**config.mk**
```make
export PLATFORM = sky130hd
export DESIGN_NAME = tcb_core
export DESIGN_NICKNAME = d
export VERILOG_FILES = /design/src/rtl/tcb_pkg.sv /design/src/rtl/tcb_ram.sv /design/src/rtl/tcb_capture.sv /design/src/rtl/tcb_regs.sv /design/src/rtl/tcb_core.sv
export SDC_FILE = /design/constraint.sdc
export NUM_CORES = 1
export LEC_CHECK = 0
export CAP_MARGIN = 25
export CORE_ASPECT_RATIO = 0.75
export CORE_MARGIN = 5
export CORE_UTILIZATION = 35
export CTS_CLUSTER_DIAMETER = 200
export DETAILED_ROUTE_END_ITERATION = 6
export DONT_BUFFER_PORTS = 1
export HOLD_SLACK_MARGIN = 0.02
export PLACE_DENSITY = 0.47
export SETUP_SLACK_MARGIN = 0.5
export SLEW_MARGIN = 10
export SYNTH_ARGS = -nofsm -noshare
export SYNTH_HDL_FRONTEND = slang
export SYNTH_SLANG_ARGS = --single-unit
```
**constraint.sdc**
```tcl
create_clock -name clk -period 7.4 [get_ports clk]
set_clock_uncertainty 0.15 [all_clocks]
set_input_delay 0.37 -clock clk [delete_from_list [all_inputs] [get_ports clk]]
set_output_delay 0.37 -clock clk [all_outputs]
set_load 0.01 [all_outputs]
```
**src/rtl/tcb_pkg.sv**
```systemverilog
package tcb_pkg;
  localparam logic [6:0] A_ID    = 7'd0;
  localparam logic [6:0] A_DEPTH = 7'd1;
  localparam logic [6:0] A_WIDTH = 7'd2;
  localparam logic [6:0] A_STAT  = 7'd3;
  localparam logic [6:0] A_DATA  = 7'd4;
  localparam logic [6:0] A_RPTR  = 7'd5;
  localparam logic [6:0] A_WPTR  = 7'd6;
  localparam logic [6:0] A_TCNT  = 7'd7;
  localparam logic [6:0] A_CTRL  = 7'd8;

  // packed so that full lands on bit 0 and dfe on bit 3
  typedef struct packed {
    logic dfe;
    logic acq;
    logic trig;
    logic full;
  } tcb_status_t;
endpackage

```
**src/rtl/tcb_ram.sv**
```systemverilog
module tcb_ram #(
  parameter int AW = 4,
  parameter int DW = 32
) (
  input  logic          clk,
  input  logic          we,
  input  logic [AW-1:0] waddr,
  input  logic [DW-1:0] wdata,
  input  logic          re,
  input  logic [AW-1:0] raddr,
  output logic [DW-1:0] rdata
);
  localparam int DEPTH = 1 << AW;

  logic [DW-1:0] mem [DEPTH];

  always_ff @(posedge clk) begin
    if (we) mem[waddr] <= wdata;
    if (re) rdata <= mem[raddr];
  end
endmodule

```
**src/rtl/tcb_capture.sv**
```systemverilog
module tcb_capture
  import tcb_pkg::*;
#(
  parameter int AW = 4,
  parameter int DW = 32
) (
  input  logic          clk,
  input  logic          rst,
  input  logic          en,
  input  logic          clr_flags,
  input  logic          tr_valid,
  input  logic [DW-1:0] tr_word,
  input  logic          tr_trigger,
  input  logic          sw_wptr_we,
  input  logic          sw_tcnt_we,
  input  logic [31:0]   sw_wdata,
  output logic          ram_we,
  output logic [AW-1:0] ram_waddr,
  output logic [DW-1:0] ram_wdata,
  output logic [AW-1:0] wptr,
  output logic [31:0]   tcnt,
  output tcb_status_t   status
);
  localparam logic [AW-1:0] LAST = {AW{1'b1}};

  logic          pend_v, pend_t;
  logic [DW-1:0] pend_d;
  logic [AW-1:0] wptr_q;
  logic [31:0]   tcnt_q;
  logic          full_q, trig_q, acq_q, dfe_q;
  logic          load, commit;

  assign load   = en && tr_valid && !acq_q;
  assign commit = pend_v && !acq_q;

  // formatter stage: one word in flight between the port and RAM
  always_ff @(posedge clk) begin
    if (rst) begin
      pend_v <= 1'b0;
      pend_t <= 1'b0;
      pend_d <= '0;
    end else begin
      pend_v <= load;
      if (load) begin
        pend_d <= tr_word;
        pend_t <= tr_trigger;
      end
    end
  end

  always_ff @(posedge clk) begin
    if (rst) begin
      wptr_q <= '0;
      full_q <= 1'b0;
    end else if (sw_wptr_we) begin
      wptr_q <= sw_wdata[AW-1:0];
      full_q <= 1'b0;
    end else if (commit) begin
      wptr_q <= wptr_q + 1'b1;
      if (wptr_q == LAST) full_q <= 1'b1;
    end
  end

  always_ff @(posedge clk) begin
    if (rst) begin
      tcnt_q <= '0;
    end else if (sw_tcnt_we) begin
      tcnt_q <= sw_wdata;
    end else if (commit && trig_q && tcnt_q != 0) begin
      tcnt_q <= tcnt_q - 1'b1;
    end
  end

  always_ff @(posedge clk) begin
    if (rst) begin
      trig_q <= 1'b0;
      acq_q  <= 1'b0;
    end else if (clr_flags) begin
      trig_q <= 1'b0;
      acq_q  <= 1'b0;
    end else if (commit) begin
      if (!trig_q) begin
        if (pend_t) begin
          trig_q <= 1'b1;
          if (tcnt_q == 0) acq_q <= 1'b1;
        end
      end else if (tcnt_q <= 32'd1) begin
        acq_q <= 1'b1;
      end
    end
  end

  always_ff @(posedge clk) begin
    if (rst) dfe_q <= 1'b1;
    else     dfe_q <= !load && !commit;
  end

  assign ram_we    = commit;
  assign ram_waddr = wptr_q;
  assign ram_wdata = pend_d;
  assign wptr      = wptr_q;
  assign tcnt      = tcnt_q;
  assign status    = '{dfe: dfe_q, acq: acq_q, trig: trig_q, full: full_q};

  AST_ACQ_FREEZES_WPTR: assert property (@(posedge clk) disable iff (rst)
    (acq_q && !sw_wptr_we) |=> $stable(wptr_q));
  AST_ACQ_AFTER_TRIG: assert property (@(posedge clk) disable iff (rst)
    acq_q |-> trig_q);
  AST_FULL_STICKY: assert property (@(posedge clk) disable iff (rst)
    (full_q && !sw_wptr_we) |=> full_q);
  AST_DFE_NO_PENDING: assert property (@(posedge clk) disable iff (rst)
    dfe_q |-> !pend_v);
endmodule

```
**src/rtl/tcb_regs.sv**
```systemverilog
module tcb_regs
  import tcb_pkg::*;
#(
  parameter int          AW       = 4,
  parameter int          DW       = 32,
  parameter logic [31:0] ID_VALUE = 32'h7CB0_0001
) (
  input  logic          clk,
  input  logic          rst,
  input  logic          bus_sel,
  input  logic          bus_wr,
  input  logic [6:0]    bus_addr,
  input  logic [31:0]   bus_wdata,
  output logic [31:0]   bus_rdata,
  input  logic [AW-1:0] wptr,
  input  logic [31:0]   tcnt,
  input  tcb_status_t   status,
  input  logic [DW-1:0] ram_rdata,
  output logic          ram_re,
  output logic [AW-1:0] ram_raddr,
  output logic          en,
  output logic          clr_flags,
  output logic          sw_wptr_we,
  output logic          sw_tcnt_we
);
  localparam int DEPTH = 1 << AW;

  logic          acc_wr, acc_rd;
  logic [1:0]    ctrl_q;
  logic [AW-1:0] rptr_q;
  logic [31:0]   reg_q;
  logic          sel_ram_q;

  assign acc_wr     = bus_sel && bus_wr;
  assign acc_rd     = bus_sel && !bus_wr;
  assign sw_wptr_we = acc_wr && bus_addr == A_WPTR;
  assign sw_tcnt_we = acc_wr && bus_addr == A_TCNT;
  assign clr_flags  = acc_wr && bus_addr == A_CTRL && bus_wdata[0] && !ctrl_q[0];
  assign ram_re     = acc_rd && bus_addr == A_DATA;
  assign ram_raddr  = rptr_q;
  assign en         = ctrl_q[0];

  always_ff @(posedge clk) begin
    if (rst)                               ctrl_q <= '0;
    else if (acc_wr && bus_addr == A_CTRL) ctrl_q <= bus_wdata[1:0];
  end

  always_ff @(posedge clk) begin
    if (rst)                               rptr_q <= '0;
    else if (acc_wr && bus_addr == A_RPTR) rptr_q <= bus_wdata[AW-1:0];
    else if (ram_re)                       rptr_q <= rptr_q + 1'b1;
  end

  always_ff @(posedge clk) begin
    if (rst) begin
      reg_q     <= '0;
      sel_ram_q <= 1'b0;
    end else begin
      sel_ram_q <= ram_re;
      if (acc_rd) begin
        case (bus_addr)
          A_ID:    reg_q <= ID_VALUE;
          A_DEPTH: reg_q <= 32'(DEPTH);
          A_WIDTH: reg_q <= 32'(DW);
          A_STAT:  reg_q <= 32'(status);
          A_RPTR:  reg_q <= 32'(rptr_q);
          A_WPTR:  reg_q <= 32'(wptr);
          A_TCNT:  reg_q <= tcnt;
          A_CTRL:  reg_q <= 32'(ctrl_q);
          default: reg_q <= '0;
        endcase
      end
    end
  end

  assign bus_rdata = sel_ram_q ? 32'(ram_rdata) : reg_q;

  AST_RPTR_STEP: assert property (@(posedge clk) disable iff (rst)
    ram_re |=> rptr_q == $past(rptr_q) + 1'b1);
  AST_CTRL_HOLD: assert property (@(posedge clk) disable iff (rst)
    !acc_wr |=> $stable(ctrl_q));
endmodule

```
**src/rtl/tcb_core.sv**
```systemverilog
module tcb_core
  import tcb_pkg::*;
#(
  parameter int          AW       = 4,
  parameter int          DW       = 32,
  parameter logic [31:0] ID_VALUE = 32'h7CB0_0001
) (
  input  logic          clk,
  input  logic          rst,
  input  logic          tr_valid,
  input  logic [DW-1:0] tr_word,
  input  logic          tr_trigger,
  input  logic          bus_sel,
  input  logic          bus_wr,
  input  logic [6:0]    bus_addr,
  input  logic [31:0]   bus_wdata,
  output logic [31:0]   bus_rdata
);
  logic          ram_we, ram_re;
  logic [AW-1:0] ram_waddr, ram_raddr, wptr;
  logic [DW-1:0] ram_wdata, ram_rdata;
  logic [31:0]   tcnt;
  tcb_status_t   status;
  logic          en, clr_flags, sw_wptr_we, sw_tcnt_we;

  tcb_regs #(.AW(AW), .DW(DW), .ID_VALUE(ID_VALUE)) regs_i (
    .clk(clk), .rst(rst),
    .bus_sel(bus_sel), .bus_wr(bus_wr), .bus_addr(bus_addr),
    .bus_wdata(bus_wdata), .bus_rdata(bus_rdata),
    .wptr(wptr), .tcnt(tcnt), .status(status),
    .ram_rdata(ram_rdata), .ram_re(ram_re), .ram_raddr(ram_raddr),
    .en(en), .clr_flags(clr_flags),
    .sw_wptr_we(sw_wptr_we), .sw_tcnt_we(sw_tcnt_we)
  );

  tcb_capture #(.AW(AW), .DW(DW)) cap_i (
    .clk(clk), .rst(rst), .en(en), .clr_flags(clr_flags),
    .tr_valid(tr_valid), .tr_word(tr_word), .tr_trigger(tr_trigger),
    .sw_wptr_we(sw_wptr_we), .sw_tcnt_we(sw_tcnt_we), .sw_wdata(bus_wdata),
    .ram_we(ram_we), .ram_waddr(ram_waddr), .ram_wdata(ram_wdata),
    .wptr(wptr), .tcnt(tcnt), .status(status)
  );

  tcb_ram #(.AW(AW), .DW(DW)) ram_i (
    .clk(clk), .we(ram_we), .waddr(ram_waddr), .wdata(ram_wdata),
    .re(ram_re), .raddr(ram_raddr), .rdata(ram_rdata)
  );
endmodule

```
==> results.json, run 1 <==
{
  "worst_pin_slew_ns": 1.07,
  "cp-end-kind": "flop",
  "r2r-start": "cap_i.tcnt[9]",
  "ys_types": 58,
  "post_drt_wl_per_cell_um": 27.3,
  "drt_first_iter_violations": 1116,
  "slew_headroom_pct": 28.9,
  "fin_setup_tns_ns": 0,
  "grt_start_max_net_pins": 124,
  "synthCells": 1499,
  "power_mw": 7.29,
  "start_util_pct": 35.4,
  "synth_top_area_share_pct": 62.7,
  "fillers": 6635,
  "post_cts_buffers": 0,
  "layout_min_cycle_time_ns": 3.29,
  "yosys_warnings": 0,
  "dr.pass1.iters": 5,
  "arrival_ns": 3.59,
  "yosysTopAreaCell": "edfxtp_1",
  "totalWireLength_um": 70800,
  "rsz0062_at_grt": "false",
  "maxCapViolations": 0,
  "portBuffers": 0,
  "startpoint": "cap_i.tcnt[9]",
  "required_ns": 7.70,
  "root_buffer": "clkbuf_16",
  "r2r_setup_slack_ns": 4.11,
  "max-vdd-ir-drop_mv": 0.173,
  "die_h_um": 246,
  "cts_hold_buf": 77,
  "worst-setup-path-type": "reg -> reg",
  "critPathLaunchType": "flop",
  "die_x_um": 325,
  "grt_pass1_vias": 14440,
  "gp_congestion": 0.796,
  "fin_nets": 1661,
  "max_freq_mhz": 304,
  "drcViolationCount": 0,
  "synth_most_common_cell": "edfxtp_1",
  "cts-buffers-inserted": 67,
  "core_area_mm2": 0.0736,
  "synth_common_cells": "edfxtp_1 (544), mux4_2 (160), dfxtp_1 (113), nand2_1 (113), nor2_1 (85)",
  "vias": 14225,
  "fp-row-count": 86,
  "cts_sinks": 657,
  "dieArea_mm2": 0.0801,
  "leakage_nw": 8.33,
  "synth_edf_count": 544,
  "min_from": "bus_addr[2]",
  "clk_pin_slew_ns": 0.06,
  "clock_latency_ns": 0.60,
  "syn_area_mm2": 0.0261,
  "vias_per_cell": 5.48,
  "antenna_found_initial": 2,
  "async_flop_share_pct": 0,
  "worst-path-max-fanout": 22,
  "period_share_pct": 44.5,
  "synth_area_per_cell_um2": 17.4,
  "track_usage_pct": 17.6,
  "cts_tree": "built",
  "ys.flop_type": "edfxtp_1",
  "ant_nets": 0,
  "htreeDepth": 3,
  "grt-ovfl-total": 0,
  "hold_viol": 0,
  "cts_max_path_buffers": 3,
  "cts.repair.resized": 0,
  "syn_nets": 1584,
  "drive_above_1_share_pct": 21.6,
  "grt_pass1_wl_um": 102000,
  "diodes": 0,
  "ios": 109,
  "seq_area_frac_synth_pct": 71.4,
  "dp_hpwl_um": 37200,
  "powerDensity_mw_per_mm2": 242,
  "areaGrowthSynthToFinish_pct": 15.7,
  "setup_violations": 0,
  "ys_top_cells_by_area": "edfxtp_1 (63%), mux4_2 (14%), dfxtp_1 (8.7%)",
  "status": "finished, final reports clean",
  "ys_ff_latch": 657,
  "min_path_type": "in -> reg",
  "drv_slew": 0
}
==> kinds of logic after synthesis <==
family                     Yosys count  synth area share, %
DFF                                657                 71.4
and+or+nand+nor                    352                 6.57
muxes                              202                 15.6
AOI/OAI and AO/OA                  166                 4.28
buffers and inverters              109                 1.60
adders and majority gates            8                0.384
xor gates and xnor gates             5                0.168
==> worst max-delay path, cell delays in order (launching register included) <==
cell and delay (ns):
dfxtp_1 0.40, nor4_2 0.65, and4_1 0.48, nand3_1 0.74, a21oi_1 0.60, o31ai_1 0.13
==> metal layers <==
| metal | part of all wire [%] | wire (µm) | vias to the layer above | track usage, % |
|---|---|---|---|---|
| met3 | 5.1 | 3590 | 102 | 3.66 |
| met1 | 47 | 33000 | 7587 | 25.4 |
| met2 | 46 | 32600 | 346 | 27.3 |
| li1 | - | - | 6190 | - |
| met4 | 2.3 | 1620 | 0 | 4.67 |
| met5 | 0 | 0 | - | 0 |
==> worst paths after layout <==
path | end | cells after the start
worst max-delay path | cap_i.tcnt[5] | 5
worst min-delay path | regs_i.reg_q[3] | 5
worst max register to register | cap_i.tcnt[5] | 5
worst min register to register | regs_i.reg_q[25] | 2
==> state kept, by name, indices dropped and copies added (netlist names), 2 cells and up <==
| name | count |
|---|---|
| ram_i.mem | 512 |
| cap_i.ram_wdata | 32 |
| ram_i.rdata | 32 |
| regs_i.reg_q | 32 |
| regs_i.ram_raddr | 4 |
| regs_i.ctrl_q | 2 |
| cap_i.ram_waddr | 4 |
| cap_i.tcnt | 32 |
==> cell usage in the layout, fill, tap and decap left out, types with 9 or more instances in the layout <==
cell           count
edfxtp_1         544
nand2_1          113
nand3b_1          10
buf_4             29
clkbuf_1          25
inv_1              9
nor2_4            13
nor2_1            72
o31ai_1           15
or3_1             11
a311oi_1          20
mux2_2            34
dlygate4sd3_1     76
nor3_1            15
dfxtp_1          108
clkbuf_16         71
or4_1             14
a22oi_1           11
nand3_1           38
a21oi_1           64
nand4_1           13
mux4_2           160
==> where the power goes <==
part / total [mW] / leakage (nW) / internal, mW / switching [mW]
clock network: 3.25 / 1.01 / 1.86 / 1.39
registers: 3.95 / 4.96 / 3.95 / 0.00206
logic: 0.0919 / 2.36 / 0.0429 / 0.0490
total: 7.29 / 8.33 / 5.85 / 1.44
==> final cells by class <==
cell class                      count  area [µm²]  area share, %
Sequential cell                   657       18600           61.7
Multi-Input combinational cell    733        7170           23.8
Clock buffer                      102        1950           6.48
Tap cell                          968        1210           4.02
Timing Repair Buffer              108        1040           3.45
Clock inverter                     18         119          0.394
Inverter                            9        33.8          0.112
==> metrics by stage <==
step / cells / instance area (µm²) / worst slack [ns] / util (%) / hold slack (ns)
after detailed placement: 2398 / 27300 / 4.15 / 37.1 / 0.290
after global placement: 2396 / 27300 / 4.15 / 37.0 / 0.283
final: 2595 / 30100 / 4.11 / 41.0 / 0.0605
after global routing: 2595 / 30100 / 3.89 / 41.0 / 0.0579
after CTS: 2595 / 30100 / 4.14 / 41.0 / 0.0213
after floorplan: 1499 / 26100 / 3.67 / - / 0.279
Note: power is estimated with default switching activity, not from simulation.
==> run 2: changes to the inputs <==
- ABC_AREA: unset -> 1
- PLACE_DENSITY: 0.47 -> 0.49
- clock period: 7.4 -> 2.97 ns (I/O delays scaled with it)
==> results.json, run 2 <==
{
  "status": "finished, final reports clean",
  "switching_share_pct": 20.1,
  "drcViolationCount": 0,
  "synth_common_cells": "edfxtp_1 (544), nor2_1 (459), o21ai_0 (371), nand2_1 (236), clkbuf_1 (114)",
  "grt-ovfl-total": 0,
  "ys_types": 37,
  "intPower_mw": 14.9,
  "fp-row-count": 87,
  "areaGrowthSynthToFinish_pct": 17.4,
  "drive_above_1_share_pct": 9.89,
  "cp-end-kind": "flop",
  "totalWireLength_um": 80500,
  "path_common_cell": "dlygate4sd3_1",
  "rsz0062_at_grt": "true",
  "htreeDepth": 3,
  "dp_cells": 3276,
  "final_common_cell": "edfxtp_1",
  "clockPowerShare_pct": 45.5,
  "synth_most_common_cell": "edfxtp_1",
  "synth_edf_count": 544,
  "dr.pass1.iters": 5,
  "crit_chain": "dlygate4sd3_1, nor2_1, nor3_1, dlygate4sd3_1, o21ai_0, dlygate4sd3_1, inv_1, o21ai_0, a21oi_1",
  "timing.rr.end": "cap_i.tcnt[13]",
  "root_buffer": "clkbuf_16",
  "ios": 109,
  "grt_pass1_vias": 17784,
  "ff2ff_path_depth": 9,
  "core_area_mm2": 0.0755,
  "async_flop_share_pct": 0,
  "syn_area_mm2": 0.0268,
  "min_path_type": "in -> reg",
  "maxCapViolations": 0,
  "slew_headroom_pct": 47.8,
  "clk_pin_slew_ns": 0.06,
  "dieArea_mm2": 0.0823,
  "synthCells": 2342,
  "track_usage_pct": 19.2,
  "postLayoutCellArea_mm2": 0.0315,
  "max_freq_mhz": 417,
  "largest_reg_flops": 512,
  "stdcell_count": 3490,
  "crit_end": "regs_i.reg_q[2]",
  "leakage_nw": 10.3,
  "vias": 18682,
  "worst_pin_slew_ns": 0.781,
  "ant_nets": 0,
  "start_util_pct": 35.5,
  "period_share_pct": 80.7,
  "post_drt_wl_per_cell_um": 23.1,
  "switchingPower_mw": 3.75,
  "slowest_stage": "dlygate4sd3_1",
  "fin_nets": 2499,
  "final_core_util_pct": 41.7,
  "regMostFlops": "ram_i.mem",
  "required_ns": 3.30,
  "slowest_delay_ns": 0.62,
  "ys_top_cells_by_area": "edfxtp_1 (61%), dfxtp_1 (8.4%), o21ai_0 (6.9%)",
  "yosysTopAreaCell": "edfxtp_1",
  "grt_start_max_net_pins": 131,
  "setup_violations": 0,
  "drv_slew": 0,
  "yosys_warnings": 0,
  "cts-buffers-inserted": 67,
  "grt_pass1_wl_um": 119000,
  "ys.flop_type": "edfxtp_1",
  "pwr-share-comb_pct": 1.7,
  "diodes": 0,
  "synth_top_area_share_pct": 60.9,
  "critPathLaunchType": "primary input",
  "cts_max_path_buffers": 3,
  "ys_ff_latch": 657,
  "r2r-start": "cap_i.tcnt[22]",
  "dp_hpwl_um": 47800,
  "hold_viol": 0,
  "seq_power_share_pct": 52.8,
  "startpoint": "bus_addr[1]",
  "powerDensity_mw_per_mm2": 592,
  "portBuffers": 0,
  "vias_per_cell": 5.35,
  "antenna_found_initial": 1,
  "cts_sinks": 657,
  "gp_congestion": 0.946,
  "r2r_setup_slack_ns": 0.64,
  "worst-setup-path-type": "in -> reg",
  "drt_first_iter_violations": 1723,
  "syn_nets": 2427,
  "max-vdd-ir-drop_mv": 0.403,
  "die_h_um": 250,
  "clock_latency_ns": 0.61,
  "arrival_ns": 2.73,
  "fin_setup_tns_ns": 0,
  "layout_min_cycle_time_ns": 2.40,
  "die_x_um": 330,
  "worst-path-max-fanout": 5,
  "final_cell_mix": "edfxtp_1 (544), nor2_1 (440), o21ai_0 (371)",
  "placed_area_mm2": 0.0284,
  "synth_area_per_cell_um2": 11.5,
  "seq_area_frac_synth_pct": 69.3,
  "cts_tree": "built"
}
==> run 2: critical path: cells and delay by family <==
family	cells	cell delay (ns)
buf+inv	4	1.82
simple gates	2	0.37
compound gates	3	0.37
==> run 2: stage by stage <==
| stage | setup slack, ns | power (mW) | hold WS, ns |
|---|---|---|---|
| after floorplan | 0.266 | 10.2 | 0.162 |
| after global placement | 0.622 | 10.3 | 0.0706 |
| after detailed placement | 0.615 | 10.3 | 0.0722 |
| after CTS | 0.550 | 18.9 | 0.0442 |
| after global routing | 0.494 | 19.2 | 0.0876 |
| final | 0.574 | 18.6 | 0.0924 |
==> run 2: kinds of logic (layout without fill, tap and decap cells) <==
logic type,Yosys count,after routing,synth area share [%]
simple gates,807,807,12.0
compound gates,600,600,13.2
xor+xnor,11,11,0.359
fa+ha+maj,8,8,0.373
mux,33,33,1.38
flops,657,657,69.3
buf+inv,226,351,3.38
==> run 2: how the worst min path moves through the flow <==
stage            startpoint  slack (ns)                  end  cells past startpoint
2_1_floorplan  bus_wdata[0]        0.16     regs_i.ctrl_q[0]                      2
3_3_place_gp            rst        0.07       cap_i.tcnt[25]                      1
3_5_place_dp            rst        0.07       cap_i.tcnt[24]                      1
4_1_cts             bus_sel        0.04      regs_i.reg_q[5]                      5
5_1_grt          tr_word[2]        0.09   cap_i.ram_wdata[2]                      3
6_report        tr_word[11]        0.09  cap_i.ram_wdata[11]                      3
==> run 2: area by class of cell <==
class                      instances  area, µm²
fill                            7099      44100
tap                             1023       1280
timing repair buffer             150       1640
clock buffer                      92       1850
inverter                          79        310
sequential                       657      18600
clock inverter                    30        320
multi-input combinational       1459       7470
==> run 2: timing repair <==
action                                  in CTS  in global routing
resized for setup                            0                  6
endpoints found under the setup margin       0                 55
hold buffers                                90                  1
hold endpoints to repair                   113                  5
setup buffers                                0                  2
==> run 2: power by group through the flow <==
stage,sequential (mW),clock (mW),combinational (mW)
detailed placement,10.1,0,0.201
global route,9.85,9.05,0.334
floorplan,10.1,0,0.143
finish,9.86,8.48,0.310
global placement,10.1,0,0.201
CTS,9.85,8.70,0.308
==> run 2: routing by layer <==
metal	vias to the layer above	track usage (%)	wire [µm]
met5	-	0	0
met4	0	4.05	1440
met3	105	3.59	4760
met2	568	28.7	35700
met1	9395	29.1	38600
li1	8614	-	-
